--- src/rtl/dma_chan_pkg.sv ---
package dma_chan_pkg;
  localparam int DATA_W  = 32;
  localparam int LEN_W   = 13;
  localparam int CHUNK_W = 6;
  localparam int BASE_W  = DATA_W - 4;

  localparam logic [2:0] RA_CSR  = 3'd0;
  localparam logic [2:0] RA_NEXT = 3'd1;
  localparam logic [2:0] RA_SRC  = 3'd2;
  localparam logic [2:0] RA_DST  = 3'd3;
  localparam logic [2:0] RA_CMD  = 3'd4;

  localparam int C_RUN = 31, C_NODESC = 30, C_STOPIE = 29, C_REQPEND = 8;
  localparam int C_STOPPED = 3, C_END = 2, C_START = 1, C_ERR = 0;
  localparam int M_INCSRC = 31, M_INCDST = 30, M_FLOWSRC = 29, M_FLOWDST = 28;
  localparam int M_STARTIE = 22, M_ENDIE = 21, M_BURST_LO = 16;
  localparam int LINK_STOP = 1;

  typedef enum logic [1:0] {ST_IDLE, ST_FETCH, ST_XFER, ST_MOVE} chanState_e;

  typedef struct packed {
    logic       loadWord;
    logic [1:0] wordIdx;
    logic       moveDone;
    logic       setStart;
    logic       setEnd;
    logic       setErr;
    logic       clearRun;
  } chanStrobe_t;
endpackage

--- src/rtl/dma_chan_ctrl.sv ---
module dma_chan_ctrl
  import dma_chan_pkg::*;
(
  input  logic                    clk,
  input  logic                    rstN,
  input  logic                    run,
  input  logic                    noDesc,
  input  logic                    stopFlag,
  input  logic [BASE_W-1:0]       nextBase,
  input  logic                    lenZero,
  input  logic                    flowOk,
  input  logic                    memAck,
  input  logic                    memErr,
  output chanStrobe_t             strobe,
  output logic                    memReq,
  output logic                    memIsMove,
  output logic [DATA_W-1:0]       fetchAddr,
  output logic                    stopped
);
  chanState_e stateQ, stateD;
  logic [1:0] wordIdxQ;
  logic [BASE_W-1:0] baseQ;
  logic enterFetch;

  always_comb begin
    strobe     = '0;
    memReq     = 1'b0;
    memIsMove  = 1'b0;
    stateD     = stateQ;
    enterFetch = 1'b0;
    fetchAddr  = {baseQ, wordIdxQ, 2'b00};
    strobe.wordIdx = wordIdxQ;
    unique case (stateQ)
      ST_IDLE: if (run) begin
        if (noDesc) stateD = ST_XFER;
        else if (stopFlag) strobe.clearRun = 1'b1;
        else begin stateD = ST_FETCH; enterFetch = 1'b1; end
      end
      ST_FETCH: begin
        memReq = 1'b1;
        if (memAck) begin
          if (memErr) begin
            strobe.setErr = 1'b1; strobe.clearRun = 1'b1; stateD = ST_IDLE;
          end else begin
            strobe.loadWord = 1'b1;
            if (wordIdxQ == 2'd3) begin strobe.setStart = 1'b1; stateD = ST_XFER; end
          end
        end
      end
      ST_XFER: begin
        if (!run) stateD = ST_IDLE;
        else if (lenZero) begin
          strobe.setEnd = 1'b1;
          if (noDesc || stopFlag) begin strobe.clearRun = 1'b1; stateD = ST_IDLE; end
          else begin stateD = ST_FETCH; enterFetch = 1'b1; end
        end else if (flowOk) stateD = ST_MOVE;
      end
      ST_MOVE: begin
        memReq = 1'b1;
        memIsMove = 1'b1;
        if (memAck) begin
          if (memErr) begin
            strobe.setErr = 1'b1; strobe.clearRun = 1'b1; stateD = ST_IDLE;
          end else begin
            strobe.moveDone = 1'b1; stateD = ST_XFER;
          end
        end
      end
      default: stateD = ST_IDLE;
    endcase
  end

  always_ff @(posedge clk) begin
    if (!rstN) begin
      stateQ   <= ST_IDLE;
      wordIdxQ <= 2'd0;
      baseQ    <= '0;
    end else begin
      stateQ <= stateD;
      if (enterFetch) begin
        baseQ    <= nextBase;
        wordIdxQ <= 2'd0;
      end else if (strobe.loadWord) begin
        wordIdxQ <= wordIdxQ + 2'd1;
      end
    end
  end

  assign stopped = (stateQ == ST_IDLE);
endmodule

--- src/rtl/dma_chan_datapath.sv ---
module dma_chan_datapath
  import dma_chan_pkg::*;
(
  input  logic                 clk,
  input  logic                 rstN,
  input  logic                 regWrEn,
  input  logic [2:0]           regAddr,
  input  logic [DATA_W-1:0]    regWrData,
  output logic [DATA_W-1:0]    regRdData,
  input  chanStrobe_t          strobe,
  input  logic [DATA_W-1:0]    memRdata,
  input  logic                 stopped,
  input  logic                 srcPeriphReq,
  input  logic                 dstPeriphReq,
  output logic                 run,
  output logic                 noDesc,
  output logic                 stopFlag,
  output logic [BASE_W-1:0]    nextBase,
  output logic                 lenZero,
  output logic                 flowOk,
  output logic [DATA_W-1:0]    srcAddr,
  output logic [DATA_W-1:0]    dstAddr,
  output logic [CHUNK_W-1:0]   chunkLen,
  output logic                 irq
);
  logic [DATA_W-1:0] nextR, srcR, dstR, cmdR;
  logic runR, noDescR, stopIeR, endS, startS, errS;
  logic [LEN_W-1:0] lenR;
  logic [CHUNK_W-1:0] burstBytes;
  logic csrWr, reqPend;
  logic [DATA_W-1:0] csrView;

  assign csrWr = regWrEn && (regAddr == RA_CSR);
  assign lenR  = cmdR[LEN_W-1:0];

  always_comb begin
    unique case (cmdR[M_BURST_LO+1:M_BURST_LO])
      2'd2:    burstBytes = CHUNK_W'(16);
      2'd3:    burstBytes = CHUNK_W'(32);
      default: burstBytes = CHUNK_W'(8);
    endcase
  end

  assign chunkLen = (lenR < LEN_W'(burstBytes)) ? lenR[CHUNK_W-1:0] : burstBytes;
  assign reqPend  = (cmdR[M_FLOWSRC] & srcPeriphReq) | (cmdR[M_FLOWDST] & dstPeriphReq);
  assign flowOk   = (!cmdR[M_FLOWSRC] || srcPeriphReq) && (!cmdR[M_FLOWDST] || dstPeriphReq);

  always_ff @(posedge clk) begin
    if (!rstN) begin
      runR <= 1'b0; noDescR <= 1'b0; stopIeR <= 1'b0;
      endS <= 1'b0; startS <= 1'b0; errS <= 1'b0;
      nextR <= '0; srcR <= '0; dstR <= '0; cmdR <= '0;
    end else begin
      if (csrWr) begin
        runR    <= regWrData[C_RUN];
        noDescR <= regWrData[C_NODESC];
        stopIeR <= regWrData[C_STOPIE];
      end
      if (strobe.clearRun) runR <= 1'b0;
      endS   <= strobe.setEnd   | (endS   & ~(csrWr & regWrData[C_END]));
      startS <= strobe.setStart | (startS & ~(csrWr & regWrData[C_START]));
      errS   <= strobe.setErr   | (errS   & ~(csrWr & regWrData[C_ERR]));
      if (strobe.loadWord) begin
        unique case (strobe.wordIdx)
          2'd0: nextR <= memRdata;
          2'd1: srcR  <= memRdata;
          2'd2: dstR  <= memRdata;
          default: cmdR <= memRdata;
        endcase
      end else if (strobe.moveDone) begin
        if (cmdR[M_INCSRC]) srcR <= srcR + DATA_W'(chunkLen);
        if (cmdR[M_INCDST]) dstR <= dstR + DATA_W'(chunkLen);
        cmdR[LEN_W-1:0] <= lenR - LEN_W'(chunkLen);
      end else if (regWrEn && stopped) begin
        unique case (regAddr)
          RA_NEXT: nextR <= regWrData;
          RA_SRC:  srcR  <= regWrData;
          RA_DST:  dstR  <= regWrData;
          RA_CMD:  cmdR  <= regWrData;
          default: ;
        endcase
      end
    end
  end

  always_comb begin
    csrView            = '0;
    csrView[C_RUN]     = runR;
    csrView[C_NODESC]  = noDescR;
    csrView[C_STOPIE]  = stopIeR;
    csrView[C_REQPEND] = reqPend;
    csrView[C_STOPPED] = stopped;
    csrView[C_END]     = endS;
    csrView[C_START]   = startS;
    csrView[C_ERR]     = errS;
    unique case (regAddr)
      RA_NEXT: regRdData = nextR;
      RA_SRC:  regRdData = srcR;
      RA_DST:  regRdData = dstR;
      RA_CMD:  regRdData = cmdR;
      default: regRdData = csrView;
    endcase
  end

  assign run      = runR;
  assign noDesc   = noDescR;
  assign stopFlag = nextR[LINK_STOP];
  assign nextBase = nextR[DATA_W-1:4];
  assign lenZero  = (lenR == '0);
  assign srcAddr  = srcR;
  assign dstAddr  = dstR;
  assign irq = (endS & cmdR[M_ENDIE]) | (startS & cmdR[M_STARTIE]) | errS | (stopIeR & stopped);
endmodule

--- src/rtl/dma_channel.sv ---
module dma_channel
  import dma_chan_pkg::*;
(
  input  logic               clk,
  input  logic               rstN,
  input  logic               regWrEn,
  input  logic [2:0]         regAddr,
  input  logic [31:0]        regWrData,
  output logic [31:0]        regRdData,
  output logic               memReq,
  output logic               memIsMove,
  output logic [31:0]        memAddr,
  output logic [31:0]        memDstAddr,
  output logic [5:0]         memLen,
  input  logic               memAck,
  input  logic               memErr,
  input  logic [31:0]        memRdata,
  input  logic               srcPeriphReq,
  input  logic               dstPeriphReq,
  output logic               irq
);
  chanStrobe_t strobe;
  logic run, noDesc, stopFlag, lenZero, flowOk, stopped;
  logic [BASE_W-1:0] nextBase;
  logic [DATA_W-1:0] fetchAddr, srcAddr;

  dma_chan_ctrl u_ctrl (
    .clk(clk), .rstN(rstN), .run(run), .noDesc(noDesc), .stopFlag(stopFlag),
    .nextBase(nextBase), .lenZero(lenZero), .flowOk(flowOk),
    .memAck(memAck), .memErr(memErr), .strobe(strobe), .memReq(memReq),
    .memIsMove(memIsMove), .fetchAddr(fetchAddr), .stopped(stopped)
  );

  dma_chan_datapath u_dp (
    .clk(clk), .rstN(rstN), .regWrEn(regWrEn), .regAddr(regAddr),
    .regWrData(regWrData), .regRdData(regRdData), .strobe(strobe),
    .memRdata(memRdata), .stopped(stopped), .srcPeriphReq(srcPeriphReq),
    .dstPeriphReq(dstPeriphReq), .run(run), .noDesc(noDesc),
    .stopFlag(stopFlag), .nextBase(nextBase), .lenZero(lenZero),
    .flowOk(flowOk), .srcAddr(srcAddr), .dstAddr(memDstAddr),
    .chunkLen(memLen), .irq(irq)
  );

  assign memAddr = memIsMove ? srcAddr : fetchAddr;
endmodule

--- config.mk ---
export PLATFORM = sky130hd
export DESIGN_NAME = dma_channel
export DESIGN_NICKNAME = d
export VERILOG_FILES = /design/src/rtl/dma_chan_pkg.sv /design/src/rtl/dma_chan_ctrl.sv /design/src/rtl/dma_chan_datapath.sv /design/src/rtl/dma_channel.sv
export SDC_FILE = /design/constraint.sdc
export NUM_CORES = 1
export LEC_CHECK = 0
export BUFFER_PORTS_ARGS = -buffer_cell sky130_fd_sc_hd__buf_2
export CORE_UTILIZATION = 40
export DETAILED_ROUTE_END_ITERATION = 10
export PLACE_DENSITY_LB_ADDON = 0.05
export SKIP_LAST_GASP = 1
export SLEW_MARGIN = 10
export SYNTH_ARGS = -nofsm -noshare
export SYNTH_HDL_FRONTEND = slang
export SYNTH_SLANG_ARGS = --single-unit
export TNS_END_PERCENT = 20
--- constraint.sdc ---
create_clock -name clk -period 5.7 [get_ports clk]
set_input_delay 0.57 -clock clk [delete_from_list [all_inputs] [get_ports clk]]
set_output_delay 0.57 -clock clk [all_outputs]
set_load 0.01 [all_outputs]
# After elaboration in Yosys (flattened, before gate mapping)
# Cells that the tools add are included.
[word_totals] register_bits=166 in_bits=74 output_inout_bits=105
[classes] n_addsub=4 order_cmp=1 eq_ne=25 n_mux=70 n_bitwise=22 n_reduce_logical=29
[ops] cell="32-bit 2-to-1 mux" count=22
[ops] cell="32-bit one-hot mux with 4 select lines" count=1
[ops] cell="32-bit by 6-bit adder with 32-bit output" count=2
[ops] cell="1-bit 2-to-1 mux" count=27
[ops] cell="2-bit 2-to-1 mux" count=13
[ops] cell="19-bit 2-to-1 mux" count=1
[ops] cell="4-bit AND reduction" count=4
[ops] cell="13-bit zero test" count=1
[ops] cell="13-bit by 6-bit less-than comparator with 1-bit output" count=1
[ops] cell="13-bit 2-to-1 mux" count=1
[ops] cell="13-bit by 6-bit subtractor with 13-bit output" count=1
[ops] cell="2-bit equality test, second input constant" count=6
[ops] cell="6-bit one-hot mux with 2 select lines" count=1
[ops] cell="3-bit nonzero test" count=4
[ops] cell="1-bit bitwise AND" count=11
[ops] cell="2-bit by 1-bit inequality test with 1-bit output, second input constant" count=4
[ops] cell="2-bit inequality test, second input constant" count=4
[ops] cell="2-bit one-hot mux with 4 select lines" count=1
[ops] cell="1-bit OR" count=7
[ops] cell="3-bit by 2-bit equality test with 1-bit output, second input constant" count=2
[ops] cell="6-bit 2-to-1 mux" count=1
[ops] cell="3-bit by 1-bit inequality test with 1-bit output, second input constant" count=2
[ops] cell="6-bit AND reduction" count=1
[ops] cell="2-bit nonzero test" count=3
[ops] cell="other kinds (18)" count=30

# Logic depth before layout (Yosys ltp)
# Gate-level depths: netlist (run 1).
[depth] ltp_word=8 depth_mapped=15 depth_no_buf=14

# Cells and area by module
# A second synthesis (run 1) with hierarchy kept.
[unflattened] cells_unflattened=1336 area_unflattened_um2=10862.9
[modules_own_cells] mod="dma_chan_datapath" instances=1 cells_per_inst=1129 area_each_um2=8799.7 seq_area_each_um2=2682.6
[modules_own_cells] mod="dma_chan_ctrl" instances=1 cells_per_inst=171 area_each_um2=1519.0 seq_area_each_um2=640.6
[modules_own_cells] mod="dma_channel" instances=1 cells_per_inst=36 area_each_um2=544.3 seq_area_each_um2=0.0

# Worst setup path after synthesis (run 1)
# Ideal clock, no wire load.
[synth_path] path_kind="reg2reg" startpoint="register u_dp.cmdR[17]" endpoint="register u_dp.dstR[31], in the netlist u_dp.dstAddr[31]" arrival_ns=3.577 t_required_ns=5.622 slack_ns=2.045 path_stages_with_launch=14 n_path_buf=2 path_cell_list="dfxtp_1 > nand2b_1 > ha_1 > o21ai_0 > o211a_1 > clkbuf_1 > o21ai_0 > ha_1 > clkbuf_1 > o21ai_0 > nor4_1 > nand4_1 > o31a_1 > nor3_1"
[synth_via] elab_chain_cells=8
[synth_lines] item="start: declaration" line="dma_chan_datapath.sv:26" source="logic [DATA_W-1:0] nextR, srcR, dstR, cmdR;"
[synth_lines] item="start signal: assignment" line="dma_chan_datapath.sv:68" source="default: cmdR <= memRdata;"
[synth_lines] item="start signal: indexed assignment" line="dma_chan_datapath.sv:73" source="cmdR[LEN_W-1:0] <= lenR - LEN_W'(chunkLen);"
[synth_lines] item="start signal: assignment" line="dma_chan_datapath.sv:79" source="RA_CMD: cmdR <= regWrData;"
[synth_lines] item="2-bit equality test" line="dma_chan_datapath.sv:37" source="unique case (cmdR[M_BURST_LO+1:M_BURST_LO])"
[synth_lines] item="6-bit one-hot mux with 2 select lines *" line="dma_chan_datapath.sv:37"
[synth_lines] item="13-bit by 6-bit less-than comparator with 1-bit output" line="dma_chan_datapath.sv:44" source="assign chunkLen = (lenR < LEN_W'(burstBytes)) ? lenR[CHUNK_W-1:0] : burstBytes;"
[synth_lines] item="6-bit 2-to-1 mux *" line="dma_chan_datapath.sv:44"
[synth_lines] item="named net memLen[5]" line="dma_channel.sv:14" source="output logic [5:0] memLen,"
[synth_lines] item="32-bit by 6-bit adder with 32-bit output *" line="dma_chan_datapath.sv:72" source="if (cmdR[M_INCDST]) dstR <= dstR + DATA_W'(chunkLen);"
[synth_lines] item="32-bit 2-to-1 mux *" line="dma_chan_datapath.sv:72"
[synth_lines] item="32-bit 2-to-1 mux *" line="dma_chan_datapath.sv:70" source="end else if (strobe.moveDone) begin"
[synth_lines] item="32-bit 2-to-1 mux *" line="dma_chan_datapath.sv:63" source="if (strobe.loadWord) begin"
[synth_lines] item="end signal: assignment" line="dma_chan_datapath.sv:67" source="2'd2: dstR <= memRdata;"
[synth_lines] item="end signal: assignment" line="dma_chan_datapath.sv:72"
[synth_lines] item="end signal: assignment" line="dma_chan_datapath.sv:78" source="RA_DST: dstR <= regWrData;"
[synth_lines] item="end: declaration" line="dma_chan_datapath.sv:26"
# Mark *: on every way through the listed nets, which the timed path passes. The rest lies on a longest branch. The select of a mux whose other input is x is not followed.
# A chain may end at the register's enable or synchronous reset.

# Final worst setup path (run 1)
[layout_path] startpoint="register u_dp.cmdR[17]" endpoint="register u_dp.dstR[31], in the netlist u_dp.dstAddr[31]"
[layout_via] elab_chain_cells=8
[layout_lines] item="2-bit equality test" line="dma_chan_datapath.sv:37"
[layout_lines] item="6-bit one-hot mux with 2 select lines *" line="dma_chan_datapath.sv:37"
[layout_lines] item="13-bit by 6-bit less-than comparator with 1-bit output" line="dma_chan_datapath.sv:44"
[layout_lines] item="6-bit 2-to-1 mux *" line="dma_chan_datapath.sv:44"
[layout_lines] item="32-bit by 6-bit adder with 32-bit output *" line="dma_chan_datapath.sv:72"
[layout_lines] item="32-bit 2-to-1 mux *" line="dma_chan_datapath.sv:72"
[layout_lines] item="32-bit 2-to-1 mux *" line="dma_chan_datapath.sv:70"
[layout_lines] item="32-bit 2-to-1 mux *" line="dma_chan_datapath.sv:63"
# Mark *: on every way between the ends. The rest lies on a longest branch, timed or not. The select of a mux whose other input is x is not followed.

==> impl_metrics.csv, run 1 <==
group,metric,value,unit
status,outcome,"finished, final reports clean",
worst_hold_path,hp-class,"input port to flop",
worst_hold_path,min_path_cells,3,
clock_network,clock_latency,0.45,ns
sta,slew_headroom,23.7,%
worst_setup_path,r2r_cells,11,
synthesis,synth_area_per_cell,7.61,sq um
worst_setup_path,slowest_stage,"nor4_1",
synthesis,synth.area.top_cells,"dfxtp_1 (32%), nand2_1 (6.7%), nor2_1 (5.5%)",
synthesis,synth_fp_nets,1472,
clock_network,clockBufferDepth,2,
detailed_routing,ant_nets,0,
worst_setup_path,cp_common_cell,"o21ai_0",
clock_network,cts_hold_buf,0,
worst_setup_path,cp-start-kind,"flop",
placement,post-dp-hpwl,32700,microns
clock_network,cts_tree,"yes",
sta,fin_crit_sh,75.1,%
detailed_routing,route.final.wire_length,44800,microns
worst_setup_path,end_kind,"flop",
synthesis,synthCells,1374,
synthesis,yosysSeqAreaShare,31.8,%
global_routing,grt_pass1_wl,66800,microns
clock_network,cts_setup_buffers,0,
die,die_w,164,microns
synthesis,yosysMostFrequentCell,"nand2_1",
die,die-area,26800,sq um
synthesis,yosys_warnings,0,
power_and_ir_drop,worst_ir_drop_vdd,136,uV
power_and_ir_drop,p_leak,4.79,nW
sta,setup_tns,0,ns
flow_run,max_cap_viol_count,0,
clock_network,ctsResizeCount,0,
clock_network,cts_made_buffers,17,
sta,hold_ws,0.404,ns
power_and_ir_drop,fin_total_pwr,2.90,mW
die,start_util,41.2,%
worst_setup_path,cp.arrival,4.66,ns
synthesis,syn_area,10500,sq um
synthesis,synth_area_leader_cell,"dfxtp_1",
placement,dp_slack,1.51,ns
worst_setup_path,path_max_fanout,14,
die,boundaryPins,179,
detailed_routing,wl_per_cell,24.6,microns
placement,place.gp.congestion,0.885,
synthesis,synth_commonest_cells,"nand2_1 (186), dfxtp_1 (166), nor2_1 (154)",
worst_setup_path,criticalPathCategory,"flop to flop",
clock_network,h-tree-depth,4,
synthesis,synth-async-reset-ratio,0,%
detailed_routing,avgViaCountPerCell,6.27,
sta,worst_slew_pin_slew,1.14,ns
global_routing,grt_antenna_before_repair,0,
synthesis,ys_ff_latch,166,
finish,post-route-util,47.8,%
global_routing,grt-ovfl-total,0,
sta,clock.fmax,234,MHz
worst_hold_path,hold_start,"memRdata[3]",
worst_setup_path,critPathRequiredTime,6.08,ns
worst_hold_path,hold_end,"u_dp.nextR[3]$_SDFFE_PN0P_",
worst_setup_path,crit_chain,"nand2b_1 > ha_1 > o21ai_0 > o211a_1 > o21ai_0 > ha_1 > o21ai_0 > nor4_1 > nand4_1 > o31a_1 > nor3_1",
clock_network,clock-root-buffer,"clkbuf_16",
worst_setup_path,rr_startpoint,"u_dp.cmdR[17]$_SDFFE_PN0P_",
sta,worst_slack,1.42,ns
detailed_routing,first_pass_iters,5,
finish,nets,1580,
die,core,25400,sq um
die,die_h,164,microns
finish,area_delta_synth_final,16.2,%
sta,rsz0062_at_grt,"no",
finish,antenna_cells,0,
global_routing,first_global_vias,10280,
synthesis,ys_types,74,
sta,final-hold-violation-count,0,
detailed_routing,drc_errors,0,
synthesis,synth_top_area_share,31.8,%
clock_network,path_clk_slew,0.08,ns
worst_setup_path,ff2ff_setup_slack,1.42,ns
power_and_ir_drop,power_density,239,nW/um^2
placement,port_buffers,178,
finish,final_layout_size_suffix_gt1_share,19.7,%
die,num_rows,58,
detailed_routing,drt_iter0_markers,1398,
global_routing,track_usage,33.8,%
sta,fin_crit,4.28,ns
global_routing,grt_max_degree,66,
sta,setup_violations,0,
worst_setup_path,critPathMaxStageDelay,0.68,ns
synthesis,synthFlopType,"dfxtp_1",
synthesis,synth_edf_count,0,
sta,report.final.slew_viol_count,0,
clock_network,clock-sinks,166,
worst_setup_path,reg2reg_to,"u_dp.dstAddr[31]$_SDFFE_PN0P_",
detailed_routing,vias,11437,
sta,fin_worst_skew,0.0139,ns
-- power by group --
part / switching (mW) / internal (mW)
Clock: 0.598 / 0.591
Combinational: 0.284 / 0.164
Sequential: 0.0671 / 1.20
-- sequential cells by signal, indices dropped and copies added (netlist names) --
signal and flops:
u_ctrl.wordIdxQ 2, u_dp.nextR 32, u_dp.srcAddr 32, u_dp.run 1, u_dp.errS 1, u_dp.endS 1
u_dp.noDesc 1, u_ctrl.baseQ 28, u_ctrl.stateQ 2, u_dp.dstAddr 32, u_dp.startS 1, u_dp.cmdR 32
u_dp.stopIeR 1
-- logic make-up after synthesis --
family | share of synthesized area, %
simple gates | 21.7
compound gates | 31.1
flops | 31.8
buf+inv | 5.33
mux | 5.94
fa+ha+maj | 3.02
xor+xnor | 1.09
other cells | 0.0359
-- per-stage QoR --
step,cells,instance area [sq um]
3_5_place_dp,1793,11600
4_1_cts,1825,12100
5_1_grt,1825,12100
3_3_place_gp,1793,11600
2_1_floorplan,1374,10500
6_report,1825,12100
-- critical path: cells and delay by family (launching register included) --
kind / cells / cell delay (ns)
fa+ha+maj: 2 / 0.70
simple gates: 4 / 1.46
flops: 1 / 0.42
compound gates: 5 / 1.62
-- layout by cell type (no fill, tap or decap), types with 13 or more instances in the layout --
cell type,instances
mux2i_1,26
nor2_1,151
a21boi_0,14
a31oi_1,13
ha_1,22
nand3_1,26
o21a_1,14
dfxtp_1,166
a22o_1,24
a21oi_1,113
o22ai_1,17
nand2_1,186
buf_4,26
a311oi_1,22
inv_1,21
o21ai_0,95
nor4_1,17
clkbuf_16,17
a211oi_1,59
nor3_1,35
buf_2,178
and3_1,21
mux2_2,28
a221o_1,26
-- worst max-delay path by stage --
stage / start / end / slack [ns] / cells after the start
2_1_floorplan: u_dp.cmdR[17]$_SDFFE_PN0P_ / u_dp.dstAddr[31]$_SDFFE_PN0P_ / 2.05 / 13
3_3_place_gp: u_dp.cmdR[17]$_SDFFE_PN0P_ / u_dp.dstAddr[31]$_SDFFE_PN0P_ / 1.69 / 11
3_5_place_dp: u_dp.cmdR[17]$_SDFFE_PN0P_ / u_dp.dstAddr[31]$_SDFFE_PN0P_ / 1.51 / 11
4_1_cts: u_dp.cmdR[17]$_SDFFE_PN0P_ / u_dp.dstAddr[31]$_SDFFE_PN0P_ / 1.49 / 11
5_1_grt: u_dp.cmdR[17]$_SDFFE_PN0P_ / u_dp.dstAddr[30]$_SDFFE_PN0P_ / 1.06 / 13
6_report: u_dp.cmdR[17]$_SDFFE_PN0P_ / u_dp.dstAddr[31]$_SDFFE_PN0P_ / 1.42 / 11
-- layer usage --
layer	GRT usage [%]	wire length, microns	vias up
met2	45.9	17900	615
met3	9.47	5030	58
li1	-	-	5315
met1	50.7	20800	5449
met4	9.39	998	0
met5	0	0	-
-- layout make-up --
class	instances	area, sq um
Multi-Input combinational cell	1071	6660
Inverter	22	85.1
Clock buffer	18	429
Tap cell	330	413
Clock inverter	14	154
Fill cell	2622	13300
Sequential cell	166	3320
Timing Repair Buffer	204	1090
Power figures use the tool's default switching activity.
==> run 2, diff against run 1 <==
clock period = 3.8 ns   (was 5.7 ns; I/O delays follow)
==> impl_metrics.csv, run 2 (same netlist as run 1, synthesis figures left out) <==
group,metric,value,unit
global_routing,grt_pass1_wl,66100,microns
finish,nets,1622,
global_routing,grt-ovfl-total,0,
sta,clock.fmax,273,MHz
sta,slew_headroom,45.4,%
die,num_rows,58,
global_routing,grt_antenna_before_repair,2,
detailed_routing,drt_iter0_markers,1596,
clock_network,cts_hold_buf,0,
die,start_util,41.2,%
detailed_routing,vias,11659,
clock_network,clock_latency,0.44,ns
global_routing,grt_max_degree,83,
sta,rsz0062_at_grt,"yes",
sta,hold_ws,0.217,ns
sta,worst_slew_pin_slew,0.817,ns
sta,worst_slack,0.143,ns
sta,report.final.slew_viol_count,0,
detailed_routing,first_pass_iters,5,
finish,fill_cells,2586,
status,outcome,"finished, final reports clean",
sta,setup_violations,0,
die,core,25400,sq um
worst_setup_path,path_delay_family,"compound AO/OA/AOI/OAI gates",
clock_network,clock-root-buffer,"clkbuf_16",
die,boundaryPins,179,
sta,final-hold-violation-count,0,
power_and_ir_drop,power_density,348,nW/um^2
sta,fin_crit,3.66,ns
detailed_routing,route.final.wire_length,45000,microns
worst_setup_path,crit_chain,"nand2_1 > ha_1 > o21ai_1 > o211a_2 > buf_4 > a21o_1 > buf_4 > ha_1 > o21ai_0 > o21ai_0 > buf_4 > nand3b_1 > nor2_1 > and3_1 > nor4_1",
placement,place.gp.congestion,0.916,
detailed_routing,avgViaCountPerCell,6.24,
clock_network,cts_tree,"yes",
worst_setup_path,slowest_stage,"dfxtp_1",
global_routing,track_usage,33.4,%
worst_setup_path,cp.arrival,3.94,ns
finish,area_delta_synth_final,20.2,%
placement,post-dp-hpwl,33100,microns
global_routing,first_global_vias,10447,
worst_setup_path,end_kind,"flop",
worst_hold_path,hp-class,"input port to flop",
sta,fin_crit_sh,96.2,%
worst_setup_path,critPathMaxStageDelay,0.41,ns
finish,final_layout_size_suffix_gt1_share,22.6,%
die,die-area,26800,sq um
placement,port_buffers,178,
detailed_routing,wl_per_cell,24.1,microns
power_and_ir_drop,fin_total_pwr,4.37,mW
die,die_h,164,microns
clock_network,path_clk_slew,0.07,ns
worst_setup_path,cp-start-kind,"flop",
detailed_routing,ant_nets,0,
die,die_w,164,microns
finish,final_common_cell,"nand2_1",
clock_network,clockBufferDepth,2,
clock_network,clock-sinks,166,
detailed_routing,drc_errors,0,
power_and_ir_drop,worst_ir_drop_vdd,252,uV
finish,final_cell_mix,"nand2_1 (186), buf_2 (178), dfxtp_1 (166), nor2_1 (151), a21oi_1 (113)",
worst_setup_path,critPathRequiredTime,4.08,ns
placement,dp_slack,-0.108,ns
clock_network,cts_made_buffers,17,
finish,post-route-util,49.5,%
worst_setup_path,path_max_fanout,6,
power_and_ir_drop,p_leak,5.01,nW
sta,fin_worst_skew,0.0133,ns
worst_setup_path,critPathBufInv,3,
worst_setup_path,cp_common_cell,"buf_4",
worst_setup_path,criticalPathCategory,"flop to flop",
finish,antenna_cells,0,
flow_run,max_cap_viol_count,0,
clock_network,h-tree-depth,4,
==> run 2: cell count changes in the layout (fill, tap and decap cells not counted), moves of 2 or more <==
cell / change
buf_4: +37
a211oi_2: +2
nor3_2: +2
a211oi_1: -2
inv_8: -4
inv_6: +2
nor3_1: -2
buf_12: +4
o21ai_0: -3
==> run 2: metal layers <==
| metal | vias up | routed length, microns | GRT usage (%) |
|---|---|---|---|
| li1 | 5407 | - | - |
| met1 | 5562 | 21200 | 49.7 |
| met2 | 629 | 18100 | 46.0 |
| met3 | 61 | 4940 | 9.57 |
| met4 | 0 | 839 | 8.80 |
| met5 | - | 0 | 0 |
==> run 2: area by class of cell <==
cell class | instances | area (sq um) | share of cell area [%]
multi-input combinational | 1072 | 6720 | 53.5
timing repair buffer | 245 | 1440 | 11.5
tap | 330 | 413 | 3.29
sequential | 166 | 3320 | 26.4
inverter | 22 | 85.1 | 0.677
clock buffer | 18 | 439 | 3.49
clock inverter | 14 | 139 | 1.11
==> run 2: repair_timing <==
action / in CTS / in global routing
gates resized for setup: 1 / 14
buffers inserted: 0 / 4
setup endpoints to repair: 3 / 37
pin swaps: 0 / 2
gates cloned: 0 / 1
==> run 2: where the power goes <==
group	switching, mW	total [mW]	leakage, nW	internal (mW)
clock	0.866	1.76	0.279	0.889
combinational	0.447	0.720	3.39	0.273
sequential	0.0960	1.90	1.35	1.80
==> run 2: worst paths after layout <==
check / startpoint / to / slack [ns] / cells after the start
max: u_dp.cmdR[17]$_SDFFE_PN0P_ / u_dp.srcAddr[28]$_SDFFE_PN0P_ / 0.14 / 15
min: memRdata[4] / u_dp.nextR[4]$_SDFFE_PN0P_ / 0.22 / 3
max reg2reg: u_dp.cmdR[17]$_SDFFE_PN0P_ / u_dp.srcAddr[28]$_SDFFE_PN0P_ / 0.14 / 15
min reg2reg: u_ctrl.baseQ[18]$_SDFFE_PN0P_ / u_ctrl.baseQ[18]$_SDFFE_PN0P_ / 0.45 / 2
==> run 2: tightest hold or removal path: stages <==
cell and delay [ns]:
buf_2 0.10, nand2_1 0.05, a311oi_1 0.08
==> run 2: stage by stage <==
step	TNS [ns]	std cells	instance area [sq um]
global placement	-0.0138	1830	11900
floorplan	0	1374	10500
finish	0	1867	12600
global route	-0.221	1867	12600
CTS	0	1862	12500
detailed placement	-0.242	1830	11900
==> run 3, diff against run 2 <==
MAX_ROUTING_LAYER = met4   (was not set)
==> impl_metrics.csv, run 3 (same netlist as run 1, synthesis figures left out) <==
group,metric,value,unit
worst_setup_path,end_kind,"flop",
worst_hold_path,min_path_cells,3,
detailed_routing,ant_nets,0,
die,die-area,26800,sq um
die,core,25400,sq um
detailed_routing,drt_iter0_markers,1434,
worst_setup_path,critPathBufInv,3,
placement,dp_cells,1830,
global_routing,grt-ovfl-total,0,
worst_setup_path,critPathMaxStageDelay,0.42,ns
sta,clock.fmax,272,MHz
die,die_h,164,microns
worst_setup_path,path_delay_family,"compound AO/OA/AOI/OAI gates",
die,boundaryPins,179,
finish,final_common_cell,"nand2_1",
power_and_ir_drop,worst_ir_drop_vdd,251,uV
status,outcome,"finished, final reports clean",
detailed_routing,drc_errors,0,
sta,fin_crit,3.68,ns
worst_setup_path,cp_common_cell,"buf_4",
placement,place.gp.congestion,0.932,
clock_network,clock_latency,0.44,ns
worst_setup_path,critPathRequiredTime,4.09,ns
power_and_ir_drop,power_density,348,nW/um^2
clock_network,cts_made_buffers,17,
die,num_rows,58,
sta,report.final.slew_viol_count,0,
detailed_routing,first_pass_iters,6,
worst_setup_path,slowest_stage,"dfxtp_1",
die,die_w,164,microns
worst_setup_path,path_max_fanout,6,
detailed_routing,vias,11671,
sta,worst_slew_pin_slew,0.813,ns
sta,setup_violations,0,
worst_setup_path,cp.arrival,3.97,ns
finish,post-route-util,49.5,%
global_routing,first_global_vias,10478,
finish,fin_cells,1870,
finish,final_layout_size_suffix_gt1_share,22.6,%
placement,post-dp-hpwl,33100,microns
global_routing,grt_pass1_wl,66100,microns
worst_hold_path,hp-class,"input port to flop",
clock_network,h-tree-depth,4,
detailed_routing,route.final.wire_length,45000,microns
finish,nets,1622,
clock_network,clockBufferDepth,2,
die,start_util,41.2,%
sta,slew_headroom,45.3,%
sta,rsz0062_at_grt,"yes",
sta,hold_ws,0.216,ns
finish,final_cell_mix,"nand2_1 (186), buf_2 (178), dfxtp_1 (166), nor2_1 (151), a21oi_1 (113)",
clock_network,clock-root-buffer,"clkbuf_16",
detailed_routing,avgViaCountPerCell,6.24,
global_routing,grt_max_degree,83,
global_routing,grt_antenna_before_repair,3,
flow_run,max_cap_viol_count,0,
worst_setup_path,r2r_cells,15,
worst_setup_path,criticalPathCategory,"flop to flop",
worst_setup_path,crit_cells,15,
clock_network,cts_tree,"yes",
sta,fin_worst_skew,0.0153,ns
clock_network,path_clk_slew,0.07,ns
clock_network,clock-sinks,166,
detailed_routing,wl_per_cell,24.1,microns
worst_setup_path,cp-start-kind,"flop",
global_routing,track_usage,34.4,%
sta,setup_tns,0,ns
power_and_ir_drop,p_leak,5.01,nW
sta,fin_crit_sh,96.9,%
sta,final-hold-violation-count,0,
power_and_ir_drop,fin_total_pwr,4.37,mW
finish,area_delta_synth_final,20.3,%
worst_setup_path,crit_chain,"nand2_1 > ha_1 > o21ai_1 > o211a_2 > buf_4 > a21o_1 > buf_4 > ha_1 > o21ai_0 > o21ai_0 > buf_4 > nand3b_1 > nor2_1 > and3_1 > nor4_1",
placement,port_buffers,178,
==> run 3: cell types whose count changed in the layout (fill, tap and decap cells not counted) <==
cell	previous run	this run
diode_2	0	3
==> run 3: where the power goes <==
group | leakage [nW] | switching [mW] | internal [mW]
sequential | 1.35 | 0.0958 | 1.80
combinational | 3.39 | 0.449 | 0.273
clock | 0.279 | 0.864 | 0.889
total | 5.01 | 1.41 | 2.96
==> run 3: worst min-delay path: cells and delay by family <==
kind                   cells  cell delay (ns)
AOI/OAI and AO/OA          1             0.07
buffers and inverters      1             0.10
and+or+nand+nor            1             0.05
==> run 3: worst paths after layout <==
path                                 start                             to  slack (ns)
max             u_dp.cmdR[17]$_SDFFE_PN0P_  u_dp.srcAddr[28]$_SDFFE_PN0P_        0.12
min                            memRdata[4]     u_dp.nextR[4]$_SDFFE_PN0P_        0.22
max reg2reg     u_dp.cmdR[17]$_SDFFE_PN0P_  u_dp.srcAddr[28]$_SDFFE_PN0P_        0.12
min reg2reg  u_ctrl.baseQ[18]$_SDFFE_PN0P_  u_ctrl.baseQ[18]$_SDFFE_PN0P_        0.45
==> run 3: through the flow <==
stage	area, sq um	setup WS, ns
6_report	12600	0.118
5_1_grt	12600	-0.0469
4_1_cts	12500	0.0181
3_5_place_dp	11900	-0.108
3_3_place_gp	11900	-0.0138
2_1_floorplan	10500	0.145
==> run 3: area by class of cell <==
| type | instances | area (sq um) |
|---|---|---|
| clock inverter | 14 | 139 |
| antenna | 3 | 7.51 |
| multi-input combinational | 1072 | 6720 |
| clock buffer | 18 | 439 |
| fill | 2586 | 12800 |
| timing repair buffer | 245 | 1440 |
| tap | 330 | 413 |
| inverter | 22 | 85.1 |
| sequential | 166 | 3320 |
==> run 3: what timing repair did <==
item                       CTS  global route
buffers inserted             0             4
resized for setup            1            14
setup endpoints to repair    3            37
cloned                       0             1
pin swaps                    0             2
hold buffers                 0             0
hold endpoints to repair     0             0
==> run 3: per-layer routing <==
metal | GRT usage, % | wire (microns) | up-vias | part of all wire, %
met2 | 45.9 | 18100 | 641 | 40
li1 | - | - | 5407 | -
met5 | - | 0 | - | 0
met4 | 8.84 | 865 | 0 | 1.9
met3 | 9.52 | 5140 | 56 | 11
met1 | 49.9 | 20900 | 5567 | 46
